File: src/rtl/sdram_seq_pkg.sv
package sdram_seq_pkg;

  typedef enum logic [1:0] {
    OP_NOP   = 2'd0,
    OP_READ  = 2'd1,
    OP_WRITE = 2'd2,
    OP_STOP  = 2'd3
  } seq_op_e;

  // smallest burst-length code that means "full page"
  localparam int unsigned BL_FULL_CODE = 4;

endpackage

File: src/rtl/seq_rst_sync.sv
module seq_rst_sync (
  input  logic clk,
  input  logic arst_n,
  output logic srst_n
);
  logic meta_q;

  always_ff @(posedge clk or negedge arst_n) begin
    if (!arst_n) begin
      meta_q <= 1'b0;
      srst_n <= 1'b0;
    end else begin
      meta_q <= 1'b1;
      srst_n <= meta_q;
    end
  end
endmodule

File: src/rtl/seq_burst_ctrl.sv
module seq_burst_ctrl
  import sdram_seq_pkg::*;
#(
  parameter int COL_W  = 9,
  parameter int BANK_W = 2,
  parameter int BL_W   = 3
) (
  input  logic              clk,
  input  logic              rst_n,
  input  seq_op_e           op_i,
  input  logic [BANK_W-1:0] bank_i,
  input  logic [COL_W-1:0]  col_i,
  input  logic [BL_W-1:0]   bl_i,
  input  logic              ilv_i,
  input  logic              wsingle_i,
  output logic              act_o,
  output logic              wr_o,
  output logic              ilv_o,
  output logic [BANK_W-1:0] bank_o,
  output logic [COL_W-1:0]  start_o,
  output logic [COL_W-1:0]  cnt_o,
  output logic [COL_W-1:0]  mask_o
);

  logic              act_q, act_d;
  logic [COL_W-1:0]  cnt_q, cnt_d;
  logic              wr_q, full_q, ilv_q;
  logic [BANK_W-1:0] bank_q;
  logic [COL_W-1:0]  start_q, mask_q;

  logic              full_code, illegal, is_rw, accept, one_beat, last_beat;
  logic [COL_W-1:0]  code_mask;

  // decode of the length code into a low-bit mask
  always_comb begin
    full_code = (int'(bl_i) >= int'(BL_FULL_CODE));
    for (int i = 0; i < COL_W; i++) begin
      code_mask[i] = full_code || (i < int'(bl_i));
    end
  end

  assign is_rw     = (op_i == OP_READ) || (op_i == OP_WRITE);
  assign illegal   = ilv_i && full_code;
  assign accept    = is_rw && !illegal;
  assign one_beat  = (op_i == OP_WRITE) && wsingle_i;
  assign last_beat = !full_q && (cnt_q == mask_q);

  // next state
  always_comb begin
    act_d = act_q;
    cnt_d = cnt_q;
    if (accept) begin
      act_d = 1'b1;
      cnt_d = '0;
    end else if (op_i == OP_STOP) begin
      act_d = 1'b0;
    end else if (act_q) begin
      if (last_beat) begin
        act_d = 1'b0;
      end else begin
        cnt_d = cnt_q + 1'b1;
      end
    end
  end

  always_ff @(posedge clk or negedge rst_n) begin
    if (!rst_n) begin
      act_q <= 1'b0;
      cnt_q <= '0;
    end else begin
      act_q <= act_d;
      cnt_q <= cnt_d;
    end
  end

  // burst attributes, loaded only on an accepted command
  always_ff @(posedge clk or negedge rst_n) begin
    if (!rst_n) begin
      wr_q    <= 1'b0;
      full_q  <= 1'b0;
      ilv_q   <= 1'b0;
      bank_q  <= '0;
      start_q <= '0;
      mask_q  <= '0;
    end else if (accept) begin
      wr_q    <= (op_i == OP_WRITE);
      full_q  <= full_code && !one_beat;
      ilv_q   <= ilv_i;
      bank_q  <= bank_i;
      start_q <= col_i;
      mask_q  <= one_beat ? '0 : code_mask;
    end
  end

  assign act_o   = act_q;
  assign wr_o    = wr_q;
  assign ilv_o   = ilv_q;
  assign bank_o  = bank_q;
  assign start_o = start_q;
  assign cnt_o   = cnt_q;
  assign mask_o  = mask_q;

  // a stop leaves no beat in the next cycle
  a_r8_stop_idle: assert property (@(posedge clk) disable iff (!rst_n)
    (op_i == OP_STOP) |=> !act_q);

  // a legal command restarts at beat 0 with its own bank and column
  a_r9_restart: assert property (@(posedge clk) disable iff (!rst_n)
    accept |=> (act_q && cnt_q == '0 && bank_q == $past(bank_i) && start_q == $past(col_i)));

  // a rejected command does not disturb the burst in flight
  a_r6_reject_hold: assert property (@(posedge clk) disable iff (!rst_n)
    (is_rw && illegal) |=> ($stable(bank_q) && $stable(start_q) && $stable(mask_q)));

  // a single-beat write followed by NOP is over after one beat
  a_r11_single_write: assert property (@(posedge clk) disable iff (!rst_n)
    ((op_i == OP_WRITE) && wsingle_i && !illegal) ##1 (op_i == OP_NOP) |=> !act_q);

  // a bounded burst never runs past its length
  a_r2_bounded: assert property (@(posedge clk) disable iff (!rst_n)
    (act_q && !full_q) |-> (cnt_q <= mask_q));

endmodule

File: src/rtl/seq_col_gen.sv
module seq_col_gen #(
  parameter int COL_W = 9
) (
  input  logic [COL_W-1:0] start_i,
  input  logic [COL_W-1:0] cnt_i,
  input  logic [COL_W-1:0] mask_i,
  input  logic             ilv_i,
  output logic [COL_W-1:0] col_o
);
  logic [COL_W-1:0] sum;

  assign sum = start_i + cnt_i;

  // bits outside the burst window come from the start column; inside it
  // they either count (sequential) or flip with the beat index (interleaved)
  for (genvar g = 0; g < COL_W; g++) begin : g_bit
    assign col_o[g] = !mask_i[g] ? start_i[g]
                    : (ilv_i ? (start_i[g] ^ cnt_i[g]) : sum[g]);
  end
endmodule

File: src/rtl/seq_rd_pipe.sv
module seq_rd_pipe #(
  parameter int MIN_LAT = 2,
  parameter int MAX_LAT = 3
) (
  input  logic clk,
  input  logic rst_n,
  input  logic issue_i,
  input  logic lat_sel_i,
  output logic vld_o
);
  localparam int DEPTH = MAX_LAT - MIN_LAT + 1;

  logic [DEPTH-1:0] pipe_q, pipe_d;

  // stage 0 already sits one edge behind the beat, which is itself one
  // edge behind the command: tap k gives latency MIN_LAT + k
  for (genvar g = 0; g < DEPTH; g++) begin : g_stage
    if (g == 0) begin : g_head
      assign pipe_d[g] = issue_i;
    end else begin : g_tail
      assign pipe_d[g] = pipe_q[g-1];
    end
  end

  always_ff @(posedge clk or negedge rst_n) begin
    if (!rst_n) pipe_q <= '0;
    else        pipe_q <= pipe_d;
  end

  assign vld_o = pipe_q[lat_sel_i];

  // latency 2 after a read beat
  a_r7_lat_short: assert property (@(posedge clk) disable iff (!rst_n)
    ($past(issue_i) && !lat_sel_i) |-> vld_o);

  // latency 3 after a read beat
  a_r7_lat_long: assert property (@(posedge clk) disable iff (!rst_n)
    ($past(issue_i, 2) && lat_sel_i) |-> vld_o);

  // no valid strobe without a read beat behind it
  a_r10_no_orphan: assert property (@(posedge clk) disable iff (!rst_n)
    vld_o |-> ($past(issue_i) || $past(issue_i, 2)));

endmodule

File: src/rtl/sdram_burst_seq.sv
module sdram_burst_seq
  import sdram_seq_pkg::*;
#(
  parameter int BANK_W  = 2,
  parameter int COL_W   = 9,
  parameter int BL_W    = 3,
  parameter int MASK_W  = 2,
  parameter int MIN_LAT = 2,
  parameter int MAX_LAT = 3
) (
  input  logic              clk,
  input  logic              rst_n,
  input  logic [1:0]        cmd_op,
  input  logic [BANK_W-1:0] cmd_bank,
  input  logic [COL_W-1:0]  cmd_col,
  input  logic [BL_W-1:0]   cfg_bl,
  input  logic              cfg_ilv,
  input  logic              cfg_cl3,
  input  logic              cfg_wsingle,
  input  logic [MASK_W-1:0] mask_in,
  output logic              beat_act,
  output logic [BANK_W-1:0] beat_bank,
  output logic [COL_W-1:0]  beat_col,
  output logic              wr_accept,
  output logic              rd_valid,
  output logic [MASK_W-1:0] mask_out
);

  logic             srst_n;
  logic             act, wr, ilv;
  logic [COL_W-1:0] start, cnt, lmask;

  seq_rst_sync u_rst (
    .clk    (clk),
    .arst_n (rst_n),
    .srst_n (srst_n)
  );

  seq_burst_ctrl #(
    .COL_W  (COL_W),
    .BANK_W (BANK_W),
    .BL_W   (BL_W)
  ) u_ctrl (
    .clk       (clk),
    .rst_n     (srst_n),
    .op_i      (seq_op_e'(cmd_op)),
    .bank_i    (cmd_bank),
    .col_i     (cmd_col),
    .bl_i      (cfg_bl),
    .ilv_i     (cfg_ilv),
    .wsingle_i (cfg_wsingle),
    .act_o     (act),
    .wr_o      (wr),
    .ilv_o     (ilv),
    .bank_o    (beat_bank),
    .start_o   (start),
    .cnt_o     (cnt),
    .mask_o    (lmask)
  );

  seq_col_gen #(.COL_W(COL_W)) u_col (
    .start_i (start),
    .cnt_i   (cnt),
    .mask_i  (lmask),
    .ilv_i   (ilv),
    .col_o   (beat_col)
  );

  seq_rd_pipe #(
    .MIN_LAT (MIN_LAT),
    .MAX_LAT (MAX_LAT)
  ) u_rd (
    .clk       (clk),
    .rst_n     (srst_n),
    .issue_i   (act && !wr),
    .lat_sel_i (cfg_cl3),
    .vld_o     (rd_valid)
  );

  assign beat_act  = act;
  assign wr_accept = act && wr;
  assign mask_out  = wr_accept ? mask_in : '0;

endmodule

File: config.mk
export PLATFORM = sky130hd
export DESIGN_NAME = sdram_burst_seq
export DESIGN_NICKNAME = d
export VERILOG_FILES = /design/src/rtl/sdram_seq_pkg.sv /design/src/rtl/seq_rst_sync.sv /design/src/rtl/seq_burst_ctrl.sv /design/src/rtl/seq_col_gen.sv /design/src/rtl/seq_rd_pipe.sv /design/src/rtl/sdram_burst_seq.sv
export SDC_FILE = /design/constraint.sdc
export NUM_CORES = 1
export LEC_CHECK = 0
export BUFFER_PORTS_ARGS = -buffer_cell sky130_fd_sc_hd__buf_4
export CAP_MARGIN = 5
export CORE_ASPECT_RATIO = 1.4
export CORE_MARGIN = 4
export CORE_UTILIZATION = 60
export CTS_BUF_LIST = sky130_fd_sc_hd__clkbuf_4
export DETAILED_ROUTE_END_ITERATION = 8
export PLACE_DENSITY = 0.83
export SLEW_MARGIN = 5
export SYNTH_ARGS = -nofsm -noshare
export SYNTH_HDL_FRONTEND = slang
export SYNTH_SLANG_ARGS = --single-unit
File: constraint.sdc
create_clock -name clk -period 3.3 [get_ports clk]
set_input_delay 0.33 -clock clk [delete_from_list [all_inputs] [get_ports clk]]
set_output_delay 0.33 -clock clk [all_outputs]
set_load 0.005 [all_outputs]
## Word level (Yosys, flattened, before mapping)

Cells that the tools add are included.

| storage, ports and cells | value |
|---|---|
| flip-flop bits (word level) | 37 |
| bits in latches | 0 |
| bits in writable memories | 0 |
| bits in read-only memories | 0 |
| input bits | 23 |
| output and inout port bits | 16 |
| memories | 0 |

| cells by class | value |
|---|---|
| $add $sub $neg | 2 |
| $mul | 0 |
| divide/modulo/power cells | 0 |
| order comparisons | 9 |
| eq/ne operators | 6 |
| shift-type cells | 0 |
| mux-type cells | 30 |
| bitwise gates (word level) | 9 |
| reductions and logical operators | 21 |

Operator list:

| kind | number |
|---|---|
| $mux W9 | 5 |
| $mux W1 | 24 |
| $add A9 B1 Y9 const B | 1 |
| $add A9 B9 Y9 | 1 |
| $eq A9 B9 Y1 | 1 |
| $lt A3 B3 Y1 const A | 3 |
| $xor A1 B1 Y1 | 9 |
| $logic_or A1 B1 Y1 | 8 |
| $logic_and A1 B1 Y1 | 7 |
| $lt A1 B3 Y1 const A | 2 |
| $lt A2 B3 Y1 const A | 2 |
| $eq A2 B2 Y1 const B | 2 |
| $logic_not A1 Y1 | 4 |
| $ne A2 B1 Y1 const B | 2 |
| $ge A3 B3 Y1 const B | 1 |
| $reduce_and A3 Y1 | 1 |
| $eq A2 B1 Y1 const B | 1 |
| $lt A1 B2 Y1 const B | 1 |
| $mux W2 | 1 |
| $reduce_bool A2 Y1 | 1 |

## Logic depth before layout (Yosys ltp)

Gate-level depths: netlist of run 1.

| depth | value |
|---|---|
| word-level depth | 6 |
| depth in mapped cells | 8 |
| gate-level depth less buffers | 7 |

## Modules after synthesis

A second synthesis of run 1 with hierarchy kept.

| second synthesis, totals | value |
|---|---|
| cells, all modules | 228 |
| area, all modules | 2,038.2 um2 |

Modules (own cells, without submodules):

| module | times used | cells an instance | area an instance (um2) | seq. area each (um2) |
|---|---|---|---|---|
| seq_burst_ctrl | 1 | 157 | 1,423.9 | 750.7 |
| seq_col_gen | 1 | 61 | 464.2 | 0.0 |
| seq_rd_pipe | 1 | 3 | 65.1 | 50.0 |
| seq_rst_sync | 1 | 3 | 53.8 | 50.0 |
| sdram_burst_seq | 1 | 4 | 31.3 | 0.0 |

## Least setup slack after synthesis of run 1

Ideal clock, no wire load.

| path | value |
|---|---|
| path kind | register to output |
| start | reg u_ctrl.cnt_q[0] (netlist: u_ctrl.cnt_o[0]) |
| end | out beat_col[8] |
| data arrival time | 1.880 ns |
| data required time | 2.970 ns |
| path slack | 1.090 ns |
| cell stages (with the launch flop) | 8 |
| buffers on the path | 0 |
| path through | dfrtp_1 -> ha_1 -> fa_1 -> a211oi_1 -> o21ai_0 -> nand2_1 -> mux2i_1 -> xor2_1 |

| on the way | value |
|---|---|
| cells in the longest elaborated chain, start to end | 3 |

Ends and longest elaborated chain:

| what | line | RTL |
|---|---|---|
| start, declared | seq_burst_ctrl.sv:26 | `logic [COL_W-1:0] cnt_q, cnt_d;` |
| start signal, assigned | seq_burst_ctrl.sv:72 | `cnt_q <= cnt_d;` |
| $add A9 B9 Y9 | seq_col_gen.sv:12 | `assign sum = start_i + cnt_i;` |
| $mux W1 | seq_col_gen.sv:18 | `: (ilv_i ? (start_i[g] ^ cnt_i[g]) : sum[g]);` |
| $mux W1 | seq_col_gen.sv:17 | `assign col_o[g] = !mask_i[g] ? start_i[g]` |
| end, declared | sdram_burst_seq.sv:23 | `output logic [COL_W-1:0] beat_col,` |

No other way between the ends.

## Worst setup path in the final report of run 1

Ends and elaborated chain as after synthesis.

==> results.py, run 1 <==
metrics = {
    "status": {
        "status": "completed",
    },
    "floorplanning": {
        "rows": 24,
        "die_w_um": 56.9,
        "start_util": 0.636,
        "dieHeight_um": 76.4,
        "die_area_sq_um": 4350,
        "core_area_sq_um": 3150,
        "ios": 39,
    },
    "layout": {
        "drive_gt1_frac": 0.200,
        "n_antenna_cell": 0,
        "syn_to_final_growth_pct": 18.3,
        "multi_input_area_sq_um": 1090,
        "fillCellCount": 246,
        "nNetsFinal": 305,
        "register_area_sq_um": 851,
    },
    "timing": {
        "tns_ns": 0,
        "max_freq_mhz": 349,
        "setup_viol": 0,
        "timing.hold.ws_ns": 0.178,
        "tightest_slew_ns": 1.01,
        "hold_viol": 0,
        "fin_crit_ns": 2.86,
        "relSlewSlack": 0.326,
        "rsz0062_at_grt": "no",
        "fin_crit_sh": 0.868,
        "drv_slew": 0,
        "finalClockSkew_ns": 0.00779,
    },
    "yosys": {
        "synth_most_common_cell": "nand2_1",
        "synth_top_cell_by_area": "dfrtp_1",
        "netlist_top_cells_area": "dfrtp_1, nand2_1, ha_1",
        "netlist_instances": 228,
        "syn_area_sq_um": 2010,
        "ys_ff_latch": 34,
        "synth.distinct_cells": 40,
        "yosysSeqAreaShare": 0.424,
        "synth_warnings": 0,
        "synth_nets": 264,
        "synth_top_area_frac": 0.424,
        "synth_flop_cell": "dfrtp_1",
        "yosys-top-cells-count": "nand2_1, dfrtp_1, o21ai_0, nor2_1, ha_1",
        "synth-async-reset-ratio": 1.00,
        "avgSynthCellArea_sq_um": 8.80,
        "synth_enable_flop_cells": 0,
    },
    "clock_tree": {
        "cts_buffer_depth": 2,
        "cts-root-buf": "clkbuf_4",
        "clk_pin_slew_worst_paths_ns": 0.10,
        "cts_sinks": 34,
        "cts_resized": 0,
        "cts_tree": "done",
        "htree_num_levels": 2,
        "numCtsBuffers": 5,
        "worstSkewPairLatency_ns": 0.34,
    },
    "place": {
        "io_buffers": 38,
        "dp_hpwl_um": 3260,
        "gp_congestion": 0.779,
    },
    "route": {
        "drc": 0,
        "via_count": 1771,
        "postRouteAntennaNets": 0,
        "wl_per_cell_um": 14.2,
        "dr.pass1.iters": 5,
        "viasPerCell": 5.73,
        "wl_um": 4390,
        "drtIter0Drc": 79,
    },
    "setup_path": {
        "cp_max_fo": 6,
        "path_buf_inv": 1,
        "path_class": "reg2out",
        "cp.arrival_ns": 2.53,
        "cp_slowest_cell": "dfrtp_1",
        "end_kind": "output pin",
        "required_ns": 2.97,
        "critical_path.top_delay_family": "adder cells",
        "rrSetupSlack_ns": 1.32,
        "max_stage_delay_ns": 0.45,
        "cp-start-kind": "register",
        "crit_chain": "ha_1, fa_1, a211oi_1, o21ai_0, nand2_1, mux2i_1, xor2_1, buf_4",
    },
    "power": {
        "power_leakage_uw": 0.00121,
        "max-vdd-ir-drop_uv": 461,
        "powerDensity_nw_per_um2": 542,
    },
    "global_route": {
        "antenna_found_initial": 0,
        "first_global_vias": 1755,
        "grt_pass1_wl_um": 7790,
        "overflow": 0,
        "grt_start_max_net_pins": 27,
        "track_usage": 0.223,
    },
    "flow_run": {
        "cap_viol_max_count": 0,
    },
    "min_path": {
        "hp-class": "in2reg",
    },
}
==> power breakdown <==
part / switching [uW] / internal, uW
logic: 232 / 246
clock network: 136 / 88.2
registers: 96.6 / 487
total: 465 / 821
==> cells in the final DEF (no fill, tap or decap), drive strengths merged, types with 2 or more instances in the layout <==
| cell | Yosys | layout |
|---|---|---|
| nand2 | 59 | 59 |
| a211oi | 2 | 2 |
| mux2i | 2 | 2 |
| or4 | 2 | 2 |
| and2 | 2 | 2 |
| nand3 | 5 | 5 |
| mux2 | 2 | 2 |
| ha | 12 | 12 |
| o21bai | 3 | 3 |
| clkbuf | 6 | 6 |
| dfrtp | 34 | 34 |
| or3 | 2 | 2 |
| a21o | 3 | 3 |
| and3 | 4 | 4 |
| xnor2 | 4 | 4 |
| o21ai | 20 | 20 |
| xor2 | 6 | 6 |
| inv | 2 | 2 |
| buf | 2 | 41 |
| nor2 | 18 | 18 |
| clkinv | 0 | 2 |
| a31oi | 5 | 5 |
| nor3 | 2 | 2 |
| or2b | 2 | 2 |
| a21oi | 10 | 10 |
| nor2b | 2 | 2 |
| a2111oi | 3 | 3 |
| o31ai | 5 | 5 |
| nor4 | 2 | 2 |
==> registers in the layout, summed over array words and instances (netlist names) <==
signal / cells
u_ctrl.cnt_o: 9
u_ctrl.start_o: 9
u_ctrl.mask_o: 7
u_ctrl.bank_o: 2
u_rd.pipe_q: 2
u_ctrl.act_o: 1
u_ctrl.ilv_o: 1
u_ctrl.wr_o: 1
u_rst.meta_q: 1
u_rst.srst_n: 1
==> cells by family after synthesis <==
| family | synth area share |
|---|---|
| AO/OA/AOI/OAI | 0.166 |
| multiplexers | 0.0212 |
| flip-flops | 0.424 |
| XOR/XNOR | 0.0437 |
| AND/OR/NAND/NOR | 0.228 |
| other | 0.00187 |
| buffers and inverters | 0.0299 |
| adder cells (fa/ha/maj) | 0.0848 |
==> area by class of cell <==
type,instances,area share
well taps,39,0.0206
multi-input cells,184,0.461
clock buffers,6,0.0190
repair buffers,42,0.134
flip-flops and latches,34,0.358
inverters,2,0.00316
clock inverters,2,0.00369
==> per-layer routing <==
layer / vias to the layer above / GRT usage / wire, um
met2: 44 / 0.384 / 2270
li1: 875 / - / -
met1: 840 / 0.261 / 1750
met4: 0 / 0.0974 / 129
met3: 12 / 0.0492 / 243
met5: - / 0 / 0
==> tightest hold or removal path, stage by stage <==
cell and delay, ns:
buf_4 0.07, nand2_1 0.04, nand2_1 0.04
==> metrics by stage <==
step | util | setup WS, ns | total power, uW | cells | cell area, sq um
floorplan | - | 1.09 | 888 | 228 | 2010
global placement | 0.733 | 0.807 | 1060 | 300 | 2310
detailed placement | 0.733 | 0.786 | 1070 | 300 | 2310
CTS | 0.753 | 0.411 | 1290 | 309 | 2370
global route | 0.753 | 0.207 | 1390 | 309 | 2370
finish | 0.753 | 0.436 | 1290 | 309 | 2370
==> path summary, 6_finish.rpt <==
check / from / cells past startpoint / end
max in group asynchronous: u_rst.srst_n / 1 / u_ctrl.start_o[3]
worst min-delay path: cmd_col[3] / 3 / u_ctrl.start_o[3]
worst max-delay path: u_ctrl.cnt_o[0] / 8 / beat_col[8]
min in group asynchronous: rst_n / 2 / u_rst.meta_q
worst min register to register: u_rst.meta_q / 0 / u_rst.srst_n
worst max register to register: u_ctrl.cnt_o[4] / 5 / u_ctrl.cnt_o[0]
==> repair_timing <==
item,in CTS,in global routing
hold endpoints to repair,2,0
setup buffers,0,0
hold buffers,1,0
(Power assumes the default switching activity.)
==> run 2, diff against run 1 <==
==> constraint.sdc (replaced) <==
create_clock -name clk -period 3.7 [get_ports clk]
set_input_delay 0.37 -clock clk [delete_from_list [all_inputs] [get_ports clk]]
set_output_delay 0.37 -clock clk [all_outputs]
set_load 0.005 [all_outputs]
==> run 2 against run 1 <==
Effect of this change:
- die area stayed put
- design area is the same
- worst setup slack gained 0.32 ns
- global-route usage is 0.18 points lower
- sequential share of layout area is the same
- sequential power shrank 11%
- critical endpoint unchanged
- largest cell class unchanged
- largest power group unchanged
==> results.py, run 2 (same netlist as run 1, synthesis figures left out) <==
metrics = {
    "route": {
        "wl_um": 4380,
        "postRouteAntennaNets": 0,
        "drc": 0,
        "wl_per_cell_um": 14.2,
        "viasPerCell": 5.65,
        "drtIter0Drc": 59,
        "dr.pass1.iters": 4,
        "via_count": 1745,
    },
    "global_route": {
        "overflow": 0,
        "met3_usage": 0.0424,
        "grt_pass1_wl_um": 7690,
        "use_met1": 0.270,
        "grt_start_max_net_pins": 33,
        "first_global_vias": 1765,
        "track_usage": 0.221,
        "grt.busiest_layer": "met2",
        "use_met2": 0.378,
        "antenna_found_initial": 0,
    },
    "setup_path": {
        "crit_chain": "ha_1, fa_1, a211oi_1, o21ai_0, nand2_1, mux2i_1, xor2_1, buf_4",
        "path_buf_inv": 1,
        "cp.arrival_ns": 2.57,
        "cp_max_fo": 6,
        "critical_path.top_delay_family": "adder cells",
        "required_ns": 3.33,
        "end_kind": "output pin",
        "cp-start-kind": "register",
        "max_stage_delay_ns": 0.45,
        "path_class": "reg2out",
        "cp_slowest_cell": "dfrtp_1",
    },
    "timing": {
        "max_freq_mhz": 340,
        "tightest_slew_ns": 0.517,
        "fin_crit_sh": 0.794,
        "drv_slew": 0,
        "finalClockSkew_ns": 0.00980,
        "rsz0062_at_grt": "no",
        "tns_ns": 0,
        "setup_slack_ns": 0.761,
        "setup_viol": 0,
        "hold_viol": 0,
        "fin_crit_ns": 2.94,
        "relSlewSlack": 0.646,
    },
    "flow_run": {
        "cap_viol_max_count": 0,
    },
    "place": {
        "io_buffers": 38,
        "dp_hpwl_um": 3200,
        "dp_worst_setup_slack_ns": 1.14,
        "gp_congestion": 0.771,
    },
    "min_path": {
        "hp-class": "in2reg",
    },
    "clock_tree": {
        "clk_pin_slew_worst_paths_ns": 0.11,
        "cts_tree": "done",
        "cts_resized": 0,
        "cts_buffer_depth": 2,
        "htree_num_levels": 2,
        "worstSkewPairLatency_ns": 0.34,
        "numCtsBuffers": 5,
        "cts_sinks": 34,
        "cts-root-buf": "clkbuf_4",
    },
    "layout": {
        "syn_to_final_growth_pct": 18.3,
        "nNetsFinal": 305,
        "drive_gt1_frac": 0.200,
        "layout_common_cells": "nand2_1, buf_4, dfrtp_1",
        "n_antenna_cell": 0,
        "layout_commonest_cell": "nand2_1",
        "fillCellCount": 238,
    },
    "power": {
        "powerDensity_nw_per_um2": 484,
        "max-vdd-ir-drop_uv": 401,
        "power_leakage_uw": 0.00121,
    },
    "floorplanning": {
        "core_area_sq_um": 3150,
        "ios": 39,
        "die_area_sq_um": 4350,
        "start_util": 0.636,
        "rows": 24,
        "dieHeight_um": 76.4,
        "die_w_um": 56.9,
    },
    "status": {
        "status": "completed",
    },
}
-- run 2: cell counts in the layout (fill, tap and decap cells not counted) --
No cell type changed its count.
-- run 2: timing repair --
action                    CTS  global route
setup buffers               0             0
hold buffers                1             0
hold endpoints to repair    2             0
-- run 2: worst min-delay path, delay by kind of cell --
kind                   cells  cell delay [ns]
and+or+nand+nor            2             0.08
buffers and inverters      1             0.07
-- run 2: metrics by stage --
stage               hold slack [ns]  area (sq um)  power [uW]  utilization  instances
global route                  0.201          2370        1250        0.753        309
CTS                           0.203          2370        1160        0.753        309
finish                        0.211          2370        1150        0.753        309
global placement              0.152          2310         942        0.733        300
detailed placement            0.153          2310         954        0.733        300
floorplan                    0.0744          2010         792            -        228
-- run 2: final cells by class --
| cell class | instances | area (sq um) | share of cell area |
|---|---|---|---|
| Multi-Input combinational cell | 184 | 1090 | 0.461 |
| Sequential cell | 34 | 851 | 0.358 |
| Timing Repair Buffer | 42 | 318 | 0.134 |
| Tap cell | 39 | 48.8 | 0.0206 |
| Clock buffer | 6 | 45.0 | 0.0190 |
| Clock inverter | 2 | 8.76 | 0.00369 |
| Inverter | 2 | 7.51 | 0.00316 |
-- run 2: final timing paths --
| check | start | to | slack (ns) | depth (start not counted) |
|---|---|---|---|---|
| hold reg to reg | u_rst.srst_n | u_rd.pipe_q[1] | 0.26 | 1 |
| setup reg to reg | u_ctrl.cnt_o[4] | u_ctrl.cnt_o[5] | 1.72 | 5 |
| min in group asynchronous | u_rst.srst_n | u_rd.pipe_q[1] | 0.26 | 1 |
| setup / recovery | u_ctrl.cnt_o[0] | beat_col[8] | 0.76 | 8 |
| max in group asynchronous | u_rst.srst_n | u_ctrl.start_o[7] | 3.15 | 1 |
| hold / removal | cmd_col[3] | u_ctrl.start_o[3] | 0.21 | 3 |
-- run 2: metal layers --
metal,vias to the layer above,wire [um]
met5,-,0
met1,816,1830
met3,8,237
met2,48,2230
li1,873,-
met4,0,80
-- run 2: power breakdown --
| part | leakage (uW) | total, uW | internal (uW) | switching [uW] |
|---|---|---|---|---|
| logic | 0.000749 | 431 | 220 | 211 |
| registers | 0.000425 | 516 | 434 | 81.7 |
| clock network | 0.0000331 | 202 | 78.7 | 124 |
| total | 0.00121 | 1150 | 733 | 416 |
